[src/rtl/pcrc_pkg.sv]
package pcrc_pkg;
  localparam int ADDR_W = 4;
  localparam int BUS_W  = 16;
  localparam int NLANE  = BUS_W / 8;

  localparam logic [ADDR_W-1:0] A_D16  = 4'd0;
  localparam logic [ADDR_W-1:0] A_X16  = 4'd1;
  localparam logic [ADDR_W-1:0] A_S16  = 4'd2;
  localparam logic [ADDR_W-1:0] A_R16  = 4'd3;
  localparam logic [ADDR_W-1:0] A_D32  = 4'd4;
  localparam logic [ADDR_W-1:0] A_X32  = 4'd5;
  localparam logic [ADDR_W-1:0] A_S32L = 4'd6;
  localparam logic [ADDR_W-1:0] A_S32H = 4'd7;
  localparam logic [ADDR_W-1:0] A_R32L = 4'd8;
  localparam logic [ADDR_W-1:0] A_R32H = 4'd9;

  // one strobe per writable register
  typedef struct packed {
    logic       d16;
    logic       x16;
    logic       s16;
    logic       d32;
    logic       x32;
    logic [1:0] s32;
  } wstrb_t;

  function automatic logic [7:0] flip8(input logic [7:0] b);
    logic [7:0] r;
    for (int i = 0; i < 8; i++) r[i] = b[7-i];
    return r;
  endfunction
endpackage

[src/rtl/pcrc_regdec.sv]
module pcrc_regdec
  import pcrc_pkg::*;
(
  input  logic              wr_en,
  input  logic [ADDR_W-1:0] addr,
  output wstrb_t            strb
);
  always_comb begin
    strb = '0;
    if (wr_en) begin
      case (addr)
        A_D16:   strb.d16    = 1'b1;
        A_X16:   strb.x16    = 1'b1;
        A_S16:   strb.s16    = 1'b1;
        A_D32:   strb.d32    = 1'b1;
        A_X32:   strb.x32    = 1'b1;
        A_S32L:  strb.s32[0] = 1'b1;
        A_S32H:  strb.s32[1] = 1'b1;
        default: strb        = '0;
      endcase
    end
  end

  // at most one register is written, and never from a read-only or unmapped address
  always_comb begin
    p_single_strobe_r9: assert ($onehot0(strb));
    if (addr > A_S32H || addr == A_R16)
      p_unmapped_write_r9: assert (strb == '0);
  end
endmodule

[src/rtl/pcrc_channel.sv]
module pcrc_channel
  import pcrc_pkg::*;
#(
  parameter int           W    = 16,
  parameter logic [W-1:0] POLY = 16'h1021,
  parameter logic [W-1:0] SEED = '1
) (
  input  logic             clk,
  input  logic             rst_n,
  input  logic             din_we,
  input  logic             dinr_we,
  input  logic [W/BUS_W-1:0] seed_we,
  input  logic [BUS_W-1:0] wdata,
  input  logic [NLANE-1:0] be,
  output logic [W-1:0]     sig,
  output logic [W-1:0]     sig_rev
);
  localparam int NSEG = W / BUS_W;

  // one byte through a W-bit shift register, MSB first, unrolled into XOR trees
  function automatic logic [W-1:0] absorb8(input logic [W-1:0] c, input logic [7:0] d);
    logic [W-1:0] r;
    logic         fb;
    r = c;
    for (int i = 7; i >= 0; i--) begin
      fb = r[W-1] ^ d[i];
      r  = {r[W-2:0], 1'b0} ^ (fb ? POLY : '0);
    end
    return r;
  endfunction

  logic         data_we;
  logic         seed_any;
  logic [7:0]   lane_b [NLANE];
  logic [W-1:0] chain  [NLANE+1];
  logic [W-1:0] seed_val;

  assign data_we  = din_we | dinr_we;
  assign seed_any = |seed_we;
  assign chain[0] = sig;

  // lane 0 first, so the low byte is absorbed before the high byte
  for (genvar g = 0; g < NLANE; g++) begin : g_lane
    assign lane_b[g]  = dinr_we ? flip8(wdata[g*8 +: 8]) : wdata[g*8 +: 8];
    assign chain[g+1] = be[g] ? absorb8(chain[g], lane_b[g]) : chain[g];
  end

  always_comb begin
    seed_val = sig;
    for (int s = 0; s < NSEG; s++)
      for (int k = 0; k < NLANE; k++)
        if (seed_we[s] && be[k])
          seed_val[s*BUS_W + k*8 +: 8] = wdata[k*8 +: 8];
  end

  always_ff @(posedge clk) begin
    if (!rst_n)        sig <= SEED;
    else if (data_we)  sig <= chain[NLANE];
    else if (seed_any) sig <= seed_val;
  end

  for (genvar i = 0; i < W; i++) begin : g_rev
    assign sig_rev[i] = sig[W-1-i];
  end

  // the two entry ports of one signature are never strobed together
  p_port_excl_r4: assert property (@(posedge clk) disable iff (!rst_n)
    !(din_we && dinr_we));

  // no lane enabled and no seed write -> signature holds
  p_hold_r3: assert property (@(posedge clk) disable iff (!rst_n)
    (!seed_any && (!data_we || be == '0)) |=> $stable(sig));

  // full-width seed write lands in the low segment
  p_seed_load_r6: assert property (@(posedge clk) disable iff (!rst_n)
    (seed_we[0] && (&be) && !data_we) |=> (sig[BUS_W-1:0] == $past(wdata)));
endmodule

[src/rtl/pcrc_rdmux.sv]
module pcrc_rdmux
  import pcrc_pkg::*;
#(
  parameter int NW = 16,
  parameter int WW = 32
) (
  input  logic              clk,
  input  logic              rst_n,
  input  logic              rd_en,
  input  logic [ADDR_W-1:0] addr,
  input  logic [NW-1:0]     sig_n,
  input  logic [NW-1:0]     rev_n,
  input  logic [WW-1:0]     sig_w,
  input  logic [WW-1:0]     rev_w,
  output logic [BUS_W-1:0]  rdata
);
  logic [BUS_W-1:0] sel;

  always_comb begin
    case (addr)
      A_S16:   sel = sig_n[BUS_W-1:0];
      A_R16:   sel = rev_n[BUS_W-1:0];
      A_S32L:  sel = sig_w[BUS_W-1:0];
      A_S32H:  sel = sig_w[2*BUS_W-1:BUS_W];
      A_R32L:  sel = rev_w[BUS_W-1:0];
      A_R32H:  sel = rev_w[2*BUS_W-1:BUS_W];
      default: sel = '0;
    endcase
  end

  always_ff @(posedge clk) begin
    if (!rst_n)     rdata <= '0;
    else if (rd_en) rdata <= sel;
  end

  // read data changes only in answer to a read strobe
  p_read_hold_r9: assert property (@(posedge clk) disable iff (!rst_n)
    !rd_en |=> $stable(rdata));
  p_unmapped_zero_r9: assert property (@(posedge clk) disable iff (!rst_n)
    (rd_en && addr > A_R32H) |=> (rdata == '0));
endmodule

[src/rtl/pcrc_engine.sv]
module pcrc_engine
  import pcrc_pkg::*;
#(
  parameter int            NARROW_W = 16,
  parameter int            WIDE_W   = 32,
  parameter logic [15:0]   POLY_N   = 16'h1021,
  parameter logic [31:0]   POLY_W   = 32'h04C11DB7,
  parameter logic [15:0]   SEED_N   = 16'hFFFF,
  parameter logic [31:0]   SEED_W   = 32'hFFFFFFFF
) (
  input  logic              clk,
  input  logic              rst_n,
  input  logic              wr_en,
  input  logic              rd_en,
  input  logic [ADDR_W-1:0] addr,
  input  logic [BUS_W-1:0]  wdata,
  input  logic [NLANE-1:0]  be,
  output logic [BUS_W-1:0]  rdata
);
  wstrb_t              strb;
  logic [NARROW_W-1:0] sig_n, rev_n;
  logic [WIDE_W-1:0]   sig_w, rev_w;

  pcrc_regdec u_dec (.wr_en(wr_en), .addr(addr), .strb(strb));

  pcrc_channel #(.W(NARROW_W), .POLY(POLY_N), .SEED(SEED_N)) u_narrow (
    .clk(clk), .rst_n(rst_n), .din_we(strb.d16), .dinr_we(strb.x16),
    .seed_we(strb.s16), .wdata(wdata), .be(be), .sig(sig_n), .sig_rev(rev_n));

  pcrc_channel #(.W(WIDE_W), .POLY(POLY_W), .SEED(SEED_W)) u_wide (
    .clk(clk), .rst_n(rst_n), .din_we(strb.d32), .dinr_we(strb.x32),
    .seed_we(strb.s32), .wdata(wdata), .be(be), .sig(sig_w), .sig_rev(rev_w));

  pcrc_rdmux #(.NW(NARROW_W), .WW(WIDE_W)) u_rd (
    .clk(clk), .rst_n(rst_n), .rd_en(rd_en), .addr(addr),
    .sig_n(sig_n), .rev_n(rev_n), .sig_w(sig_w), .rev_w(rev_w), .rdata(rdata));

  function automatic logic [NARROW_W-1:0] mirror_n(input logic [NARROW_W-1:0] v);
    logic [NARROW_W-1:0] r;
    r = '0;
    for (int i = 0; i < NARROW_W; i++) r = (r << 1) | NARROW_W'(v[i]);
    return r;
  endfunction

  // result read returns the signature of the read cycle
  p_result_read_r6: assert property (@(posedge clk) disable iff (!rst_n)
    (rd_en && addr == A_S16) |=> (rdata == $past(sig_n)));
  // mirrored read returns the signature with its bit order reversed
  p_rev_read_r7: assert property (@(posedge clk) disable iff (!rst_n)
    (rd_en && addr == A_R16) |=> (rdata == mirror_n($past(sig_n))));
  // 16-bit traffic never disturbs the 32-bit signature
  p_isolated_r5: assert property (@(posedge clk) disable iff (!rst_n)
    (wr_en && addr <= A_R16) |=> $stable(sig_w));
endmodule

[config.mk]
export PLATFORM = sky130hd
export DESIGN_NAME = pcrc_engine
export DESIGN_NICKNAME = d
export VERILOG_FILES = /design/src/rtl/pcrc_pkg.sv /design/src/rtl/pcrc_regdec.sv /design/src/rtl/pcrc_channel.sv /design/src/rtl/pcrc_rdmux.sv /design/src/rtl/pcrc_engine.sv
export SDC_FILE = /design/constraint.sdc
export NUM_CORES = 1
export LEC_CHECK = 0
export ABC_AREA = 0
export ABC_CLOCK_PERIOD_IN_PS = 5850
export BUFFER_PORTS_ARGS = -buffer_cell sky130_fd_sc_hd__buf_2
export CAP_MARGIN = 5
export CORE_ASPECT_RATIO = 0.6
export CORE_MARGIN = 1
export CORE_UTILIZATION = 40
export DETAILED_ROUTE_END_ITERATION = 8
export HOLD_SLACK_MARGIN = 0.15
export PLACE_DENSITY = 0.62
export SLEW_MARGIN = 10
export SYNTH_ARGS = -nofsm -noshare
export SYNTH_HDL_FRONTEND = slang
export SYNTH_HIERARCHICAL = 1
export SYNTH_SLANG_ARGS = --single-unit
[constraint.sdc]
create_clock -name clk -period 5.85 [get_ports clk]
set_input_delay 0 -clock clk [delete_from_list [all_inputs] [get_ports clk]]
set_output_delay 0 -clock clk [all_outputs]
set_load 0.02 [all_outputs]
==> flow_metrics.env <==
export IMPL_clkTransAtPathRegs_ns=0.06
export IMPL_viasPerCell=6.221
export IMPL_worstPathMaxFanout=30
export IMPL_cts_buffers=9
export IMPL_dr_pass1_iters=5
export IMPL_worstSetupPathType="in2reg"
export IMPL_ys_flop_type="dfxtp_1"
export IMPL_clock_latency_ns=0.35
export IMPL_ff2ff_setup_slack_ns=2.24
export IMPL_fin_crit_sh_pct=75.43
export IMPL_cts_resized=0
export IMPL_rsz0062_at_grt="false"
export IMPL_start_kind="primary input"
export IMPL_dieArea_um2=20080
export IMPL_ios=42
export IMPL_place_hpwl_um=20810
export IMPL_maxSlewViolCount=0
export IMPL_yosys_warnings=6
export IMPL_port_buffers=41
export IMPL_cp_arrival_ns=4.69
export IMPL_grt_usage_pct=28.65
export IMPL_status="finished, final reports clean"
export IMPL_num_vias=6806
export IMPL_rows=39
export IMPL_grt_pass1_wl_um=41550
export IMPL_antenna_cells=0
export IMPL_drt_iter0_markers=996
export IMPL_nNetsFinal=849
export IMPL_overflow=0
export IMPL_tightestPinTransition_ns=1.102
export IMPL_remaining_drc_errors=0
export IMPL_setup_slack_ns=1.437
export IMPL_async_flop_share_pct=0
export IMPL_hold_class="in2reg"
export IMPL_leakagePower_nw=3.292
export IMPL_slew_headroom_pct=26.27
export IMPL_start_util_pct=40.87
export IMPL_ys_seq_area_share_pct=16.43
export IMPL_die_h_um=110.2
export IMPL_cts_path_max_buffers=2
export IMPL_setup_violations=0
export IMPL_critPathTopFamily="XOR/XNOR gates"
export IMPL_area_growth_pct=4.091
export IMPL_syn_area_per_cell_um2=9.068
export IMPL_ant_nets=0
export IMPL_ys_types=83
export IMPL_cp_data_required_time_ns=6.13
export IMPL_wl_per_cell_um=25.76
export IMPL_post_cts_buffers=0
export IMPL_finalHoldViolCount=0
export IMPL_antenna_found_initial=0
export IMPL_critPathMostFrequentCell="xnor2_2"
export IMPL_grt_pass1_vias=6189
export IMPL_cellPowerDensity_nw_per_um2=302.4
export IMPL_fin_skew_ns=0.009129
export IMPL_cts_tree="built"
export IMPL_utilization_pct=42.55
export IMPL_max_freq_mhz=226.6
export IMPL_layout_common_cells="xnor2_1 (101), mux2i_1 (87), nand2_1 (69)"
export IMPL_crit_path_max_incr_delay_ns=0.61
export IMPL_gp_congestion=0.9666
export IMPL_die_w_um=182.3
export IMPL_drt_wl_total_um=28180
export IMPL_layout_drive_gt1_share_pct=15.58
export IMPL_syn_area_um2=7799
export IMPL_post_place_ws_ns=1.248
export IMPL_htreeDepth=3
export IMPL_cp_cell_sequence="buf_2, nand2b_1, nor2_2, buf_4, mux2i_1, xnor2_1, xnor3_1, mux2i_4, xnor2_2, xnor2_2, xnor2_2, xor3_1, o21ai_1"
export IMPL_vdd_drop_max_v=0.0001612
export IMPL_cp_end_kind="register"
export IMPL_grt_max_degree=50
export IMPL_design_core_area_um2=19080
export IMPL_clock_sinks=64
export IMPL_syn_inst=860
export IMPL_cts_root_buffer="clkbuf_16"
export IMPL_synth_edff_count=0
export IMPL_setup_tns_ns=0
export IMPL_synth_fp_nets=886
export IMPL_cp_slowest_cell="xnor2_2"
export IMPL_maxCapViolations=0
export IMPL_final_common_cell="xnor2_1"
export IMPL_crit_buf_inv=2
export IMPL_ys_ff_latch=64
export IMPL_fin_crit_ns=4.413
power by group:
part / internal, W / switching (W) / leakage, nW
clock: 0.000382 / 0.000224 / 0.158
combinational: 0.000628 / 0.000700 / 2.61
sequential: 0.000463 / 0.0000569 / 0.524
total: 0.00147 / 0.000981 / 3.29
cell families after synthesis:
family | synth area share, %
compound gates | 19.19
simple gates | 12.13
buf+inv | 8.679
xor+xnor | 28.93
flops | 16.43
mux | 14.65
layer usage:
layer	track usage, %	wire length (um)
met5	0	0
met4	5.762	305
met3	13.47	4950
met2	35.11	10050
met1	43.29	12880
registers in the layout, indices dropped and copies added (netlist names):
signal	cells
u_wide/sig	32
u_narrow/sig	16
u_rd/rdata	16
repair_timing:
action,in CTS,in global routing
hold buffers,5,0
hold endpoints to repair,12,0
endpoints found under the setup margin,0,0
worst register-to-register path, cell delays in order, from the launching register on:
cell and delay (ns):
dfxtp_1 0.49, xnor2_2 0.56, xor3_1 0.51, a21o_1 0.28
xnor2_4 0.36, xor2_2 0.43, xnor2_1 0.27, xnor3_1 0.49
a22oi_1 0.15
layout make-up:
class | instances | area (um2)
Multi-Input combinational cell | 690 | 5846
Timing Repair Buffer | 55 | 325.3
Clock buffer | 10 | 239.0
Clock inverter | 6 | 82.58
Fill cell | 1867 | 10960
Sequential cell | 64 | 1281
Inverter | 3 | 11.26
Tap cell | 266 | 332.8
final timing paths:
check / startpoint / end / cells past startpoint
worst max-delay path: addr[0] / u_wide/sig[13] / 13
worst max register to register: u_wide/sig[25] / u_wide/sig[10] / 8
worst min-delay path: wdata[11] / u_wide/sig[27] / 3
worst min register to register: u_rd/rdata[11] / u_rd/rdata[11] / 2
synthesized netlist by cell type (all sizes together), types with 6 or more instances:
| library cell | instances | area share, % |
|---|---|---|
| o221a | 6 | 0.87 |
| nand2b | 8 | 0.64 |
| and3 | 6 | 0.48 |
| a21oi | 37 | 2.4 |
| a32o | 8 | 1.0 |
| a41oi | 9 | 1.6 |
| mux2i | 95 | 13 |
| clkbuf | 31 | 1.6 |
| nor3b | 7 | 0.82 |
| a22oi | 22 | 2.1 |
| xnor3 | 23 | 6.7 |
| dfxtp | 64 | 16 |
| nor2 | 34 | 1.7 |
| nand3 | 16 | 1.1 |
| o32a | 7 | 0.90 |
| o22ai | 6 | 0.48 |
| mux2 | 8 | 1.2 |
| nor3 | 8 | 0.64 |
| xor3 | 8 | 2.4 |
| o211ai | 9 | 0.87 |
| buf | 71 | 6.8 |
| xor2 | 40 | 5.1 |
| nand2 | 69 | 3.3 |
| xnor2 | 116 | 15 |
| o21ai | 68 | 4.4 |
| a211oi | 7 | 0.67 |
| a31oi | 11 | 0.88 |
per-stage QoR:
step / instance area, um2 / power [W] / hold WS [ns] / std cells
2_1_floorplan: 7799 / 0.001544 / 0.1423 / 860
3_3_place_gp: 7746 / 0.001811 / 0.4274 / 1073
3_5_place_dp: 7746 / 0.001796 / 0.4304 / 1073
4_1_cts: 8118 / 0.002410 / 0.1542 / 1094
5_1_grt: 8118 / 0.002532 / 0.1838 / 1094
6_report: 8118 / 0.002455 / 0.1658 / 1094
Note: power is estimated with default switching activity, not from simulation.
